==> config.mk <==
export PLATFORM = sky130hd
export DESIGN_NAME = ctx_status_tracker
export DESIGN_NICKNAME = d
export VERILOG_FILES = /design/src/rtl/ctx_track_pkg.sv /design/src/rtl/ctx_cmd_arbiter.sv /design/src/rtl/ctx_wake_timer.sv /design/src/rtl/ctx_slot.sv /design/src/rtl/ctx_status_tracker.sv
export SDC_FILE = /design/constraint.sdc
export NUM_CORES = 1
export LEC_CHECK = 0
export ABC_CLOCK_PERIOD_IN_PS = 4900
export BUFFER_PORTS_ARGS = -buffer_cell sky130_fd_sc_hd__buf_2
export CAP_MARGIN = 20
export CORE_AREA = 2 2 91 75
export DETAILED_ROUTE_END_ITERATION = 10
export DIE_AREA = 0 0 93 77
export GPL_TIMING_DRIVEN = 0
export PLACE_DENSITY_LB_ADDON = 0.25
export SLEW_MARGIN = 0
export SYNTH_ARGS = -nofsm -noshare
export SYNTH_HDL_FRONTEND = slang
export SYNTH_SLANG_ARGS = --single-unit
==> constraint.sdc <==
create_clock -name clk -period 4.9 [get_ports clk]
set_input_delay 0.735 -clock clk [delete_from_list [all_inputs] [get_ports clk]]
set_output_delay 0.735 -clock clk [all_outputs]
set_load 0.03 [all_outputs]
==> src/rtl/ctx_track_pkg.sv <==
package ctx_track_pkg;

    typedef enum logic [1:0] {
        CS_FREE = 2'b00,
        CS_RUN  = 2'b01,
        CS_PARK = 2'b10,
        CS_STOP = 2'b11
    } ctx_state_e;

    typedef enum logic [2:0] {
        OP_NONE,
        OP_WAKE,
        OP_PARK,
        OP_FREE,
        OP_STOP
    } ctx_op_e;

    typedef struct packed {
        logic wake;
        logic park;
        logic free;
        logic stop;
    } ctx_cmd_t;

    // Fixed precedence: stop, then free, then park, then wake.
    function automatic ctx_op_e pick_op(ctx_cmd_t c);
        if (c.stop)      return OP_STOP;
        else if (c.free) return OP_FREE;
        else if (c.park) return OP_PARK;
        else if (c.wake) return OP_WAKE;
        else             return OP_NONE;
    endfunction

endpackage

==> src/rtl/ctx_cmd_arbiter.sv <==
module ctx_cmd_arbiter
    import ctx_track_pkg::*;
(
    input  ctx_cmd_t   cmd,
    input  ctx_state_e cur,
    output ctx_op_e    op
);
    // A stopped context accepts nothing.
    always_comb begin
        if (cur == CS_STOP) op = OP_NONE;
        else                op = pick_op(cmd);
    end
endmodule

==> src/rtl/ctx_wake_timer.sv <==
module ctx_wake_timer #(
    parameter int DELAY_W = 8
) (
    input  logic               clk,
    input  logic               rst,
    input  logic               load,
    input  logic               cancel,
    input  logic [DELAY_W-1:0] delay_in,
    output logic               fire
);
    logic [DELAY_W-1:0] remain_q;
    logic               armed_q;

    always_ff @(posedge clk) begin
        if (rst) begin
            armed_q  <= 1'b0;
            remain_q <= '0;
        end else if (load) begin
            armed_q  <= 1'b1;
            remain_q <= (delay_in == '0) ? '0 : delay_in - 1'b1;
        end else if (cancel) begin
            armed_q  <= 1'b0;
        end else if (armed_q) begin
            if (remain_q == '0) armed_q <= 1'b0;
            else                remain_q <= remain_q - 1'b1;
        end
    end

    // A request in the expiry cycle overrides the expiry.
    assign fire = armed_q && (remain_q == '0) && !load && !cancel;
endmodule

==> src/rtl/ctx_slot.sv <==
module ctx_slot
    import ctx_track_pkg::*;
#(
    parameter int DELAY_W = 8
) (
    input  logic               clk,
    input  logic               rst,
    input  ctx_cmd_t           cmd,
    input  logic [DELAY_W-1:0] delay_in,
    output ctx_state_e         state,
    output logic               run_en
);
    ctx_state_e state_q;
    ctx_op_e    op;
    logic       fire;
    logic       load;
    logic       cancel;

    ctx_cmd_arbiter u_arb (
        .cmd (cmd),
        .cur (state_q),
        .op  (op)
    );

    assign load   = (op == OP_WAKE);
    assign cancel = (op == OP_PARK) || (op == OP_FREE) || (op == OP_STOP);

    ctx_wake_timer #(.DELAY_W(DELAY_W)) u_tmr (
        .clk      (clk),
        .rst      (rst),
        .load     (load),
        .cancel   (cancel),
        .delay_in (delay_in),
        .fire     (fire)
    );

    always_ff @(posedge clk) begin
        if (rst) begin
            state_q <= CS_FREE;
        end else begin
            unique case (op)
                OP_STOP: state_q <= CS_STOP;
                OP_FREE: state_q <= CS_FREE;
                OP_PARK: state_q <= CS_PARK;
                OP_WAKE: state_q <= state_q;
                default: if (fire) state_q <= CS_RUN;
            endcase
        end
    end

    assign state  = state_q;
    assign run_en = (state_q == CS_RUN);
endmodule

==> src/rtl/ctx_status_tracker.sv <==
module ctx_status_tracker
    import ctx_track_pkg::*;
#(
    parameter int NUM_CTX = 4,
    parameter int DELAY_W = 8
) (
    input  logic                       clk,
    input  logic                       rst,
    input  logic [NUM_CTX-1:0]         wake_req,
    input  logic [NUM_CTX*DELAY_W-1:0] wake_delay,
    input  logic [NUM_CTX-1:0]         park_req,
    input  logic [NUM_CTX-1:0]         free_req,
    input  logic [NUM_CTX-1:0]         stop_req,
    output logic [2*NUM_CTX-1:0]       ctx_state,
    output logic [NUM_CTX-1:0]         run_en,
    output logic                       all_stopped
);
    localparam int STATE_W = $bits(ctx_state_e);

    logic [NUM_CTX-1:0] stopped_vec;

    for (genvar i = 0; i < NUM_CTX; i++) begin : g_ctx
        ctx_cmd_t   cmd;
        ctx_state_e st;

        assign cmd.wake = wake_req[i];
        assign cmd.park = park_req[i];
        assign cmd.free = free_req[i];
        assign cmd.stop = stop_req[i];

        ctx_slot #(.DELAY_W(DELAY_W)) u_slot (
            .clk      (clk),
            .rst      (rst),
            .cmd      (cmd),
            .delay_in (wake_delay[i*DELAY_W +: DELAY_W]),
            .state    (st),
            .run_en   (run_en[i])
        );

        assign ctx_state[i*STATE_W +: STATE_W] = st;
        assign stopped_vec[i] = (st == CS_STOP);
    end

    assign all_stopped = &stopped_vec;
endmodule

### Yosys cells after proc, flatten, opt, wreduce, memory -nomap -nowiden

Index checks and enable logic that the tools add are counted.

| operators by class | value |
|---|---|
| equality and inequality tests | 32 |
| bitwise operators | 4 |
| multiplexer cells | 64 |
| reductions and logical operators | 53 |
| add/sub/neg operators | 8 |

Operators with widths:

| cell | number |
|---|---|
| two-way mux 8 bit | 20 |
| zero test 8 bit | 8 |
| subtractor 8 x 1 -> 8 bit (second input constant) | 8 |
| one-hot mux 2 bit (4 select lines) | 4 |
| == test 3 x 2 -> 1 bit (second input constant) | 8 |
| two-way mux 2 bit | 12 |
| two-way mux 3 bit | 8 |
| two-way mux 1 bit | 20 |
| != test 2 bit (second input constant) | 8 |
| nonzero test 4 bit | 4 |
| == test 3 x 1 -> 1 bit (second input constant) | 4 |
| == test 3 bit (second input constant) | 4 |
| logical AND 1 bit | 12 |
| AND reduction 3 bit | 4 |
| == test 2 x 1 -> 1 bit (second input constant) | 4 |
| == test 2 bit (second input constant) | 4 |
| zero test 1 bit | 8 |
| logical OR 1 bit | 8 |
| AND reduction 2 bit | 4 |
| nonzero test 2 bit | 4 |
| inverter 1 bit | 4 |
| AND reduction 4 bit | 1 |

| storage, ports and cells | value |
|---|---|
| bits of input ports | 50 |
| logic and storage cells | 173 |
| register bits after elaboration | 44 |

### Depth between registers and ports, before layout

| depth | value |
|---|---|
| depth in word-level cells | 12 |
| mapped depth | 7 |
| depth with buffers taken out | 6 |

### Modules after synthesis

A second synthesis with hierarchy kept.

| second synthesis, totals | value |
|---|---|
| cell total of the unflattened synthesis | 439 |
| area total of the unflattened synthesis | 3509.6 µm² |

By module, submodules not included:

| module | cells an instance | area an instance (µm²) | sequential area each (µm²) | instances |
|---|---|---|---|---|
| ctx_wake_timer | 86 | 700.7 | 180.2 | 4 |
| ctx_slot | 18 | 135.1 | 40.0 | 4 |
| ctx_cmd_arbiter | 5 | 37.5 | 0.0 | 4 |
| ctx_status_tracker | 3 | 16.3 | 0.0 | 1 |

### Worst setup path before layout

OpenSTA, ideal clock, no wires.

| path | value |
|---|---|
| kind | reg2out |
| from | register g_ctx[2].u_slot.state_q[1] |
| to | output all_stopped |
| stages on the path, launching flop included | 3 |
| slack | 2399 ps |
| arrival time | 1766 ps |
| path through | dfxtp_1 -> nand2_1 -> nor4_1 |

| on the way | value |
|---|---|
| cells in the longest elaborated chain, start to end | 2 |

Ends and longest elaborated chain:

| element | RTL line | text |
|---|---|---|
| start: declaration | ctx_slot.sv:13 | `ctx_state_e state_q;` |
| start signal: assignment | ctx_slot.sv:45 | `OP_WAKE: state_q <= state_q;` |
| == test 2 bit | ctx_status_tracker.sv:41 | `assign stopped_vec[i] = (st == CS_STOP);` |
| AND reduction 4 bit | ctx_status_tracker.sv:44 | `assign all_stopped = &stopped_vec;` |
| end: declaration | ctx_status_tracker.sv:16 | `output logic all_stopped` |

No other way between the ends.

### Worst setup path after layout

| path | value |
|---|---|
| from | register g_ctx[3].u_slot.u_tmr.remain_q[0] |
| to | register g_ctx[3].u_slot.u_tmr.remain_q[1] |

| on the way | value |
|---|---|
| cells in the longest elaborated chain, start to end | 5 |
| elaborated cells on any way between the ends | 8 |

Ends and longest elaborated chain:

| element | RTL line | text |
|---|---|---|
| start: declaration | ctx_wake_timer.sv:11 | `logic [DELAY_W-1:0] remain_q;` |
| start signal: assignment | ctx_wake_timer.sv:20 | `remain_q <= (delay_in == '0) ? '0 : delay_in - 1'b1;` |
| start signal: assignment | ctx_wake_timer.sv:25 | `else remain_q <= remain_q - 1'b1;` |
| subtractor 8 x 1 -> 8 bit | ctx_wake_timer.sv:25 |  |
| two-way mux 8 bit | ctx_wake_timer.sv:24 | `if (remain_q == '0) armed_q <= 1'b0;` |
| two-way mux 8 bit | ctx_wake_timer.sv:23 | `end else if (armed_q) begin` |
| two-way mux 8 bit | ctx_wake_timer.sv:21 | `end else if (cancel) begin` |
| two-way mux 8 bit | ctx_wake_timer.sv:18 | `end else if (load) begin` |

Several ways; a longest one is shown, not always the timed one. The select of a mux whose other input is x is not followed.
A chain may end at the register's enable or synchronous reset.

==> metrics.csv <==
stage;metric;value;unit
outcome;status;finished, final reports clean;
placed_design;io_buffers;62;
grt;grt_usage;24.7;%
synthesis;ys_seq_area_share;26.2;%
cells_and_area;utilization;61.9;%
synthesis;synth-edff-count;0;
synthesis;synthFlopType;dfxtp_1;
synthesis;synth_xor_area_share;1.83;%
power_and_ir_drop;irDropWorstVdd;0.117;mV
synthesis;synth.area.mux_share;2.46;%
grt;grt_overflow;0;
clock_network;path_clk_slew;0.08;ns
clock_network;cts_resized;0;
timing;rsz0062_at_grt;no;
cells_and_area;most-common-layout-cells;buf_2, dfxtp_1, nor2_1;
die;chipHeight;77;um
cells_and_area;areaGrowthSynthToFinish;15.2;%
grt;grt_max_degree;13;
timing;worst_pin_slew;0.756;ns
critical_path;crit_type;flip-flop to flip-flop;
power_and_ir_drop;power.leakage;0.00151;uW
drt;routed_wl;8730;um
timing;fmax;424;MHz
timing;setup_viol;0;
die;start_util;53.7;%
cells_and_area;drive_gt1_share;18.2;%
drt;via_count;3597;
power_and_ir_drop;p_clk_share;29.2;%
synthesis;synth_fa_ha_area_share;4.47;%
synthesis;synth_cell_types;68;
clock_network;cts.sinks;44;
timing;slew_violations;0;
critical_path;start_kind;flip-flop;
critical_path;path_cells;inv_1 > ha_1 > or3b_2 > o221ai_1 > mux2_2 > o32ai_1;
power_and_ir_drop;combPwrFrac;24.6;%
timing;holdWs;0.513;ns
clock_network;postCtsHoldBufs;0;
drt;wl_per_cell;15.2;um
drt;drc;0;
synthesis;synthCells;420;
synthesis;synth_top_family_by_area;compound AO/OA/AOI/OAI gates;
critical_path;slowest_delay;0.48;ns
critical_path;critPathRequiredTime;5.10;ns
synthesis;ys_ff_latch;44;
critical_path;cpMaxStageDelayCell;or3b_2;
timing;tns;0;ns
power_and_ir_drop;pwr-share-seq;46.2;%
placed_design;dpl_cell_area;3770;um2
hold_path;hp-class;flip-flop to flip-flop;
drt;antenna_left;0;
clock_network;cts_htree_levels;2;
critical_path;endpoint_kind;flip-flop;
cells_and_area;final_common_cell;buf_2;
power_and_ir_drop;swShare;31.4;%
synthesis;yosys.area_share.simple;29.8;%
drt;drt_pass1_iterations;5;
die;io_pins;63;
synthesis;syn-num-nets;482;
power_and_ir_drop;power.switching;266;uW
timing;finalCriticalPeriod;2.36;ns
clock_network;cts_tree;yes;
synthesis;ys_warn_count;0;
timing;clock_skew;0.00836;ns
drt;dr.first_iter.drc_count;190;
synthesis;synth_compound_area_share;30.1;%
power_and_ir_drop;power_density;219;nW/um2
timing;finalCritPeriodShare;48.1;%
clock_network;cts_setup_buffers;0;
placed_design;hpwl;6570;um
die;die_area;7160;um2
cells_and_area;insertedDiodeCount;0;
critical_path;arrival;2.56;ns
die;coreArea;6250;um2
clock_network;cts_inserted_buffers;5;
clock_network;clockBufferDepth;2;
clock_network;clock_latency;0.30;ns
placed_design;gp_congestion;0.880;
drt;viasPerCell;6.28;
power_and_ir_drop;power.internal;582;uW
flow_run;max_cap_violations;0;
timing;relSlewSlack;49.1;%
timing;finalHoldViolCount;0;
critical_path;path_max_fanout;7;
synthesis;syn_area_per_cell;7.99;um2
grt;antenna_found_initial;0;
grt;grt_pass1_wl;14800;um
grt;grt_pass1_vias;3207;
die;rows;26;
die;fp.dieW;93;um
cells_and_area;postLayoutCellArea;3870;um2
clock_network;cts-root-buf;clkbuf_8;
synthesis;netlist_area;3360;um2
cells_and_area;num-nets-final;551;
synthesis;ys_async_sr_fraction;0;%
## synth_stat cells, types with 4 or more instances
cell       count  area share, %
a211oi_1       9            2.0
a21oi_1       26            3.9
a221oi_1       5            1.3
a311oi_1      11            2.9
a31oi_1        4           0.75
and2_1         5           0.93
and3_1         5           0.93
buf_4          4           0.89
clkbuf_1      10            1.1
dfxtp_1       44             26
ha_1          12            4.5
inv_1         25            2.8
mux2i_1        6            1.8
nand2_1       19            2.1
nand2b_1       4           0.75
nand3_1       10            1.5
nor2_1        28            3.1
nor2b_1       12            2.2
nor3_1        16            2.4
nor3b_1        6            1.3
nor4_1        13            2.4
o2111ai_1      5            1.3
o211ai_1       5            1.1
o21a_1         5            1.1
o21ai_0       23            3.4
o31ai_1       14            3.1
or3_1         17            3.2
or4_1         10            2.2
xnor2_1        6            1.6
## stage by stage
step | std cells | worst slack (ns) | power (uW)
floorplan | 420 | 2.40 | 530
global placement | 566 | 2.40 | 598
detailed placement | 566 | 2.39 | 605
CTS | 573 | 2.55 | 848
global route | 573 | 2.38 | 888
finish | 573 | 2.54 | 848
## logic make-up (layout without fill, tap and decap cells)
| family | after synthesis | count (layout) |
|---|---|---|
| fa+ha+maj | 12 | 12 |
| mux | 8 | 8 |
| simple gates | 169 | 169 |
| buf+inv | 41 | 110 |
| flops | 44 | 44 |
| xor+xnor | 7 | 7 |
| compound gates | 139 | 139 |
## registers in the layout, indices dropped and copies added, names as in the netlist
register / cells
g_ctx.u_slot.state: 8
g_ctx.u_slot.u_tmr.armed_q: 4
g_ctx.u_slot.u_tmr.remain_q: 32
## metal layers
layer	share of wire [%]	track usage [%]	up-vias
li1	-	-	1794
met2	46	40.1	97
met1	49	34.3	1692
met3	4.4	3.54	14
met5	0	0	-
met4	1.3	6.32	0
## final timing paths
kind | start | end | slack (ns) | cells after the start
min | g_ctx[3].u_slot.state[0]$_SDFFE_PP0P_ | g_ctx[3].u_slot.state[0]$_SDFFE_PP0P_ | 0.51 | 2
min reg2reg | g_ctx[3].u_slot.state[0]$_SDFFE_PP0P_ | g_ctx[3].u_slot.state[0]$_SDFFE_PP0P_ | 0.51 | 2
max reg2reg | g_ctx[3].u_slot.u_tmr.remain_q[0]$_SDFFE_PP0P_ | g_ctx[3].u_slot.u_tmr.remain_q[1]$_SDFFE_PP0P_ | 2.54 | 6
max | g_ctx[3].u_slot.u_tmr.remain_q[0]$_SDFFE_PP0P_ | g_ctx[3].u_slot.u_tmr.remain_q[1]$_SDFFE_PP0P_ | 2.54 | 6
## power groups by stage
| stage | clock network (uW) | registers (uW) | logic, uW |
|---|---|---|---|
| after detailed placement | 0 | 400 | 205 |
| after global placement | 0 | 399 | 199 |
| after global routing | 261 | 395 | 231 |
| after CTS | 250 | 392 | 206 |
| final | 248 | 392 | 209 |
| after floorplan | 0 | 408 | 122 |
## layout make-up
type | instances | area [um2]
sequential | 44 | 881
fill | 586 | 2380
timing repair buffer | 62 | 310
clock buffer | 7 | 96.3
multi-input combinational | 335 | 2300
buffer | 15 | 72.6
inverter | 26 | 97.6
tap | 84 | 105
## worst max-delay path, delay by kind of cell, from the launching register on
family / cells / cell delay [ns]
flip-flops: 1 / 0.35
AND/OR/NAND/NOR: 1 / 0.48
buffers and inverters: 1 / 0.12
adder cells (fa/ha/maj): 1 / 0.21
AO/OA/AOI/OAI: 2 / 0.69
multiplexers: 1 / 0.40
Power figures use the tool's default switching activity.
